File: config.mk
export PLATFORM = sky130hd
export DESIGN_NAME = mwin_sync_front
export DESIGN_NICKNAME = d
export VERILOG_FILES = /design/src/rtl/mwin_pkg.sv /design/src/rtl/mwin_tapline.sv /design/src/rtl/mwin_sync2.sv /design/src/rtl/mwin_window_det.sv /design/src/rtl/mwin_sync_front.sv
export SDC_FILE = /design/constraint.sdc
export NUM_CORES = 1
export LEC_CHECK = 0
export BUFFER_PORTS_ARGS = -buffer_cell sky130_fd_sc_hd__buf_4
export CORE_MARGIN = 2
export CORE_UTILIZATION = 34
export CTS_CLUSTER_SIZE = 16
export DETAILED_ROUTE_END_ITERATION = 8
export GPL_TIMING_DRIVEN = 0
export RECOVER_POWER = 25
export REMOVE_ABC_BUFFERS = 1
export SLEW_MARGIN = 20
export SYNTH_ARGS = -nofsm -noshare
export SYNTH_HDL_FRONTEND = slang
export SYNTH_HIERARCHICAL = 1
export SYNTH_SLANG_ARGS = --single-unit
File: constraint.sdc
create_clock -name clk -period 3.2 [get_ports clk]
set_clock_uncertainty 0.05 [all_clocks]
set_input_delay 0.48 -clock clk [delete_from_list [all_inputs] [get_ports clk]]
set_output_delay 0.48 -clock clk [all_outputs]
set_load 0.1 [all_outputs]
File: src/rtl/mwin_pkg.sv
package mwin_pkg;

    // Source chosen for the synchronized output.
    typedef enum logic {
        PATH_DIRECT  = 1'b0,
        PATH_DELAYED = 1'b1
    } path_e;

    // Default build values.
    localparam int unsigned DEF_DW     = 4;
    localparam int unsigned DEF_DEPTH  = 6;
    localparam int unsigned DEF_STAGES = 2;

    // Detector register state.
    typedef struct packed {
        logic armed;   // window currently open
        logic hit;     // change seen in the current window
        logic dec;     // decision taken at window close
    } det_state_t;

endpackage

File: src/rtl/mwin_tapline.sv
module mwin_tapline #(
    parameter int unsigned DW    = 4,
    parameter int unsigned DEPTH = 6
) (
    input  logic          clk,
    input  logic          rst,
    input  logic [DW-1:0] din,
    output logic [DW-1:0] dout
);

    logic [DW-1:0] tap_q [DEPTH];

    always_ff @(posedge clk) begin
        if (rst) tap_q[0] <= '0;
        else     tap_q[0] <= din;
    end

    for (genvar i = 1; i < DEPTH; i++) begin : g_tap
        always_ff @(posedge clk) begin
            if (rst) tap_q[i] <= '0;
            else     tap_q[i] <= tap_q[i-1];
        end
    end

    assign dout = tap_q[DEPTH-1];

endmodule

File: src/rtl/mwin_sync2.sv
module mwin_sync2 #(
    parameter int unsigned DW     = 4,
    parameter int unsigned STAGES = 2
) (
    input  logic          clk,
    input  logic          rst,
    input  logic          en,
    input  logic [DW-1:0] din,
    output logic [DW-1:0] dout
);

    logic [DW-1:0] stg_q [STAGES];

    always_ff @(posedge clk) begin
        if (rst)     stg_q[0] <= '0;
        else if (en) stg_q[0] <= din;
    end

    for (genvar s = 1; s < STAGES; s++) begin : g_stage
        always_ff @(posedge clk) begin
            if (rst)     stg_q[s] <= '0;
            else if (en) stg_q[s] <= stg_q[s-1];
        end
    end

    assign dout = stg_q[STAGES-1];

    // The last stage moves only on a receive edge.
    AST_HOLD_BETWEEN_TICKS: assert property (@(posedge clk) disable iff (rst)
        !en |=> $stable(dout));

endmodule

File: src/rtl/mwin_window_det.sv
module mwin_window_det
    import mwin_pkg::*;
#(
    parameter int unsigned DW = 4
) (
    input  logic          clk,
    input  logic          rst,
    input  logic          win_open,
    input  logic          win_close,
    input  logic [DW-1:0] din,
    output logic          use_delayed
);

    logic [DW-1:0] prev_q;
    det_state_t    st_q, st_d;
    logic          moved;
    logic          in_win;
    logic          caught;

    always_ff @(posedge clk) begin
        if (rst) prev_q <= '0;
        else     prev_q <= din;
    end

    assign moved  = |(din ^ prev_q);
    assign in_win = win_open | st_q.armed;
    assign caught = moved & in_win;

    always_comb begin
        st_d = st_q;
        st_d.armed = in_win & ~win_close;
        if (win_open) st_d.hit = caught;
        else          st_d.hit = st_q.hit | caught;
        if (win_close) st_d.dec = st_q.hit | caught;
    end

    always_ff @(posedge clk) begin
        if (rst) st_q <= '0;
        else     st_q <= st_d;
    end

    assign use_delayed = st_q.dec;

    // Strobes must be distinct pulses.
    AST_STROBES_APART: assert property (@(posedge clk) disable iff (rst)
        !(win_open && win_close));

    // The per-window decision moves only after a window closes.
    AST_DECIDE_AT_CLOSE: assert property (@(posedge clk) disable iff (rst)
        !$stable(use_delayed) |-> $past(win_close));

endmodule

File: src/rtl/mwin_sync_front.sv
module mwin_sync_front
    import mwin_pkg::*;
#(
    parameter int unsigned DW     = DEF_DW,
    parameter int unsigned DEPTH  = DEF_DEPTH,
    parameter int unsigned STAGES = DEF_STAGES
) (
    input  logic          clk,
    input  logic          rst,
    input  logic          rx_tick,
    input  logic          win_open,
    input  logic          win_close,
    input  logic [DW-1:0] async_in,
    output logic [DW-1:0] sync_out,
    output logic          sel_delayed
);

    logic [DW-1:0] in_q;
    logic [DW-1:0] late_d;
    logic [DW-1:0] direct_s;
    logic [DW-1:0] delayed_s;
    logic          decide;
    path_e         path_q;

    always_ff @(posedge clk) begin
        if (rst) in_q <= '0;
        else     in_q <= async_in;
    end

    mwin_tapline #(.DW(DW), .DEPTH(DEPTH)) u_tap (
        .clk (clk),
        .rst (rst),
        .din (in_q),
        .dout(late_d)
    );

    mwin_sync2 #(.DW(DW), .STAGES(STAGES)) u_direct (
        .clk (clk),
        .rst (rst),
        .en  (rx_tick),
        .din (in_q),
        .dout(direct_s)
    );

    mwin_sync2 #(.DW(DW), .STAGES(STAGES)) u_delayed (
        .clk (clk),
        .rst (rst),
        .en  (rx_tick),
        .din (late_d),
        .dout(delayed_s)
    );

    mwin_window_det #(.DW(DW)) u_det (
        .clk        (clk),
        .rst        (rst),
        .win_open   (win_open),
        .win_close  (win_close),
        .din        (in_q),
        .use_delayed(decide)
    );

    always_ff @(posedge clk) begin
        if (rst)          path_q <= PATH_DIRECT;
        else if (rx_tick) path_q <= decide ? PATH_DELAYED : PATH_DIRECT;
    end

    assign sync_out    = (path_q == PATH_DELAYED) ? delayed_s : direct_s;
    assign sel_delayed = (path_q == PATH_DELAYED);

    AST_SEL_ON_TICK: assert property (@(posedge clk) disable iff (rst)
        !$stable(sel_delayed) |-> $past(rx_tick));

    AST_OUT_ON_TICK: assert property (@(posedge clk) disable iff (rst)
        !$stable(sync_out) |-> $past(rx_tick));

endmodule

==> Yosys cells after proc, flatten, opt, wreduce, memory -nomap -nowiden <==
Memories as Yosys holds them, arrays and structs flattened.
Cells that the tools add are included.
{ "classes": {"bitwise": 16, "muxes": 19, "n_reduce_logical": 1} }
{ "ops": {"columns": ["cell", "count"], "rows": [
  ["4-bit two-way mux", 11],
  ["1-bit OR", 12],
  ["1-bit two-way mux", 8],
  ["4-bit OR reduction", 1],
  ["4-bit bitwise XOR", 1],
  ["1-bit AND", 2],
  ["1-bit inverter", 1]
]} }
{ "word_totals": {"regBits": 12, "wordCells": 45, "mem_bits_rw": 40, "memories": 3, "output_inout_bits": 5} }
{ "mem_list": {"columns": ["memory", "words", "width", "rd", "rd_clocked_by_memory_dff", "wr", "line_no", "text"], "rows": [
  ["u_tap.tap_q", 6, 4, 6, 0, 6, "mwin_tapline.sv:11", "logic [DW-1:0] tap_q [DEPTH];"],
  ["u_delayed.stg_q", 2, 4, 2, 0, 2, "mwin_sync2.sv:12", "logic [DW-1:0] stg_q [STAGES];"],
  ["u_direct.stg_q", 2, 4, 2, 0, 2, "mwin_sync2.sv:12", null]
]} }

==> Longest topological paths before layout <==
{ "depth": {"depth_word": 5, "mapped_depth": 3, "ltp_nobuf": 3} }

==> Hierarchy <==
Netlist, hierarchy kept.
{ "modules_own_cells": {"columns": ["mod", "seq_area_each_um2", "instances", "area_per_inst_um2", "cells_each"], "rows": [
  ["mwin_tapline", 480.5, 1, 723.2, 54],
  ["mwin_sync2", 240.2, 2, 316.6, 17],
  ["mwin_window_det", 140.1, 1, 252.7, 23],
  ["mwin_sync_front", 100.1, 1, 183.9, 15]
]} }

==> Least setup slack after synthesis <==
OpenSTA, ideal clock, no wires.
{ "synth_path": {"path_type": "reg2out", "from": "register path_q, in the netlist sel_delayed", "to": "output sync_out[0]", "path_stages_with_launch": 2, "setup_slack_ns": 0.987, "t_required_ns": 2.670, "t_arrival_ns": 1.683, "path_cell_list": "dfxtp_1 -> mux2_2"} }
{ "synth_via": {"elab_chain_len": 1} }
{ "synth_rtl": {"columns": ["item", "line_no", "text"], "rows": [
  ["start, declared", "mwin_sync_front.sv:23", "path_e path_q;"],
  ["start signal, assigned", "mwin_sync_front.sv:64", "else if (rx_tick) path_q <= decide ? PATH_DELAYED : PATH_DIRECT;"],
  ["4-bit two-way mux", "mwin_sync_front.sv:67", "assign sync_out = (path_q == PATH_DELAYED) ? delayed_s : direct_s;"],
  ["end, declared", "mwin_sync_front.sv:14", "output logic [DW-1:0] sync_out,"]
]} }
Every way passes these cells.

==> Worst setup path after layout <==
{ "layout_path": {"from": "register path_q, in the netlist sel_delayed", "to": "output sync_out[3]"} }
The elaborated chain is that of the path after synthesis.

==> impl_metrics.py <==
metrics = {
    "clock_tree": {
        "cts_tree": "done",
        "path_clk_slew_ns": 0.08,
        "clock_latency_ns": 0.30,
        "holdBufCountCts": 0,
        "cts.sinks": 52,
        "htree_levels": 2,
        "clk_path_buf_depth": 2,
        "postCtsSetupBuffers": 0,
        "ctsResizeCount": 0,
        "cts_root_buffer": "clkbuf_8",
        "cts_buffers": 5,
    },
    "die": {
        "core_um2": 5107,
        "die_y_um": 76.62,
        "start_util_pct": 35.11,
        "fp-row-count": 26,
        "die-area_um2": 5871,
        "ioPinCount": 14,
        "die_w_um": 76.62,
    },
    "synth": {
        "netlist.area_leader.share_pct": 40.20,
        "ys_warn_count": 6,
        "ys_top_cells_by_count": "36 x dfxtp_1, 16 x and3b_1, 16 x edfxtp_1",
        "synth_top_cell_by_area": "dfxtp_1",
        "synthesis.area_um2": 1793,
        "synthTopCellsByArea": "dfxtp_1 40%, edfxtp_1 27%, and3b_1 7.8%",
        "synth-edff-count": 16,
        "seq_area_frac_synth_pct": 66.99,
        "yosysUniqueCellTypes": 19,
        "async_reset_ff_share_pct": 0,
        "syn_inst": 126,
        "ys.flop_type": "dfxtp_1",
        "post-synth-top-count-cell": "dfxtp_1",
        "avgSynthCellArea_um2": 14.23,
        "ys_seq_elements": 52,
    },
    "global_route": {
        "grt_pass1_vias": 838,
        "grt_first_pass_wirelength_um": 3919,
        "grt_use_total_pct": 8.896,
        "antenna_found_initial": 0,
        "grt-ovfl-total": 0,
        "grt_max_degree": 55,
    },
    "place": {
        "io_buffers": 13,
        "hpwl_um": 1384,
        "pre_cts_ws_ns": 1.463,
        "place.gp.congestion": 0.6502,
    },
    "hold_path": {
        "whs_endpoint": "u_det/st_q[2]",
        "hold_class": "primary input to register",
        "min_from": "win_close",
        "hold_path_depth": 2,
    },
    "routing": {
        "vias": 864,
        "drt_pass1_iterations": 4,
        "post_drt_wl_per_cell_um": 10.66,
        "vias_per_cell": 4.095,
        "drt_iter0_drc": 49,
        "routed_wl_um": 2249,
        "drc_errors": 0,
        "postRouteAntennaNets": 0,
    },
    "status": {
        "status": "finished, final reports clean",
    },
    "finish": {
        "layout.nets": 149,
        "syn2layout_area_growth_pct": 12.21,
        "postLayoutCoreUtil_pct": 39.39,
        "layout-drive-gt1-share_pct": 26.24,
        "diodes": 0,
    },
    "sta": {
        "period_needed_ns": 1.892,
        "setup_viol": 0,
        "period_share_pct": 59.12,
        "worstMarginPinSlew_ns": 0.5096,
        "final_max_slew_viol_count": 0,
        "relSlewSlack_pct": 66.03,
        "setup_tns_ns": 0,
        "finalWorstSetupSlack_ns": 1.308,
        "rsz0062_at_grt": "no",
        "fmaxAchievable_ghz": 0.5286,
        "final_hold_viol_count": 0,
    },
    "setup_path": {
        "slowest_stage": "dfxtp_1",
        "crit_type": "register to primary output",
        "reg2reg_depth": 3,
        "required_ns": 2.67,
        "crit_chain": "mux2_2, buf_4",
        "startpoint_type": "register",
        "cpPeakStageDelay_ns": 0.45,
        "cpLargestDelayFamily": "flip-flops",
        "r2r_start": "in_q[0]",
        "rr_endpoint": "u_det/use_delayed",
        "worst-path-buf-inv": 1,
        "cp_max_fo": 6,
        "crit_arrival_ns": 1.36,
        "end_kind": "primary output",
        "r2r_setup_slack_ns": 2.07,
    },
    "pwr": {
        "leakage_nw": 0.8466,
        "irDropWorstVdd_mv": 0.1665,
        "powerDensity_nw_per_um2": 585.7,
    },
    "job": {
        "drv_cap": 0,
    },
}
[cell type report]
class | instances | area, um^2
clock buffer | 8 | 91.34
sequential | 52 | 1201
fill | 500 | 3095
multi-input combinational | 67 | 530.5
timing repair buffer | 13 | 97.59
tap | 70 | 87.58
inverter | 1 | 3.754
[registers in the layout, indices dropped and copies added, names as in the netlist]
register	cells
u_det/use_delayed	1
u_det/st_q	2
u_tap/tap_q	24
u_direct/stg_q	8
sel_delayed	1
u_delayed/stg_q	8
u_det/prev_q	4
in_q	4
[per-layer routing]
layer | global-route usage, % | vias up | wire length, um
li1 | - | 446 | -
met1 | 9.902 | 394 | 1014
met2 | 13.63 | 17 | 1061
met3 | 3.673 | 7 | 106
met4 | 6.545 | 0 | 66
met5 | 0 | - | 0
[where the power goes]
part / total (mW) / switching [mW] / internal, mW / leakage, nW
clock: 0.372 / 0.192 / 0.179 / 0.0485
combinational: 0.0948 / 0.0612 / 0.0337 / 0.326
sequential: 0.712 / 0.00964 / 0.702 / 0.472
total: 1.18 / 0.263 / 0.915 / 0.847
[layout by cell type, fill, tap and decap left out, types with 2 or more instances in the layout]
cell type,count
nor2b_1,16
nor2b_2,12
and2b_1,4
xnor2_1,4
and3b_1,16
or2_1,2
buf_4,13
clkbuf_8,6
edfxtp_1,16
nor2_1,3
dfxtp_1,36
mux2_2,4
[cell families (layout without fill, tap and decap cells)]
| logic type | count (synthesis) | after routing | synth area share [%] |
|---|---|---|---|
| buf+inv | 7 | 22 | 3.140 |
| flops | 52 | 52 | 66.99 |
| simple gates | 55 | 55 | 23.17 |
| xor+xnor | 4 | 4 | 1.954 |
| compound gates | 3 | 3 | 1.674 |
| mux | 5 | 5 | 3.070 |
[worst max-delay path by stage]
| stage | from | endpoint | slack, ns | depth (start not counted) |
|---|---|---|---|---|
| after detailed placement | rst | u_delayed/stg_q[0][1] | 1.46 | 2 |
| after CTS | sel_delayed | sync_out[0] | 1.27 | 2 |
| after floorplan | sel_delayed | sync_out[0] | 0.99 | 1 |
| after global placement | rst | u_delayed/stg_q[0][3] | 1.49 | 2 |
| final | sel_delayed | sync_out[3] | 1.31 | 2 |
| after global routing | sel_delayed | sync_out[0] | 1.23 | 2 |
[stage by stage]
step	instances	area [um^2]	power, mW	hold slack, ns
2_1_floorplan	120	1740	0.7898	0.3609
3_3_place_gp	203	1926	0.8214	0.3631
3_5_place_dp	203	1926	0.8242	0.3762
4_1_cts	211	2017	1.198	0.2979
5_1_grt	211	2012	1.232	0.3017
6_report	211	2012	1.178	0.3111
[worst register-to-register path, cell delays in order, from the launching register on]
cell and delay, ns:
dfxtp_1 0.34, xnor2_1 0.13, a41o_1 0.27, a311oi_2 0.25
Note: power is estimated with default switching activity, not from simulation.
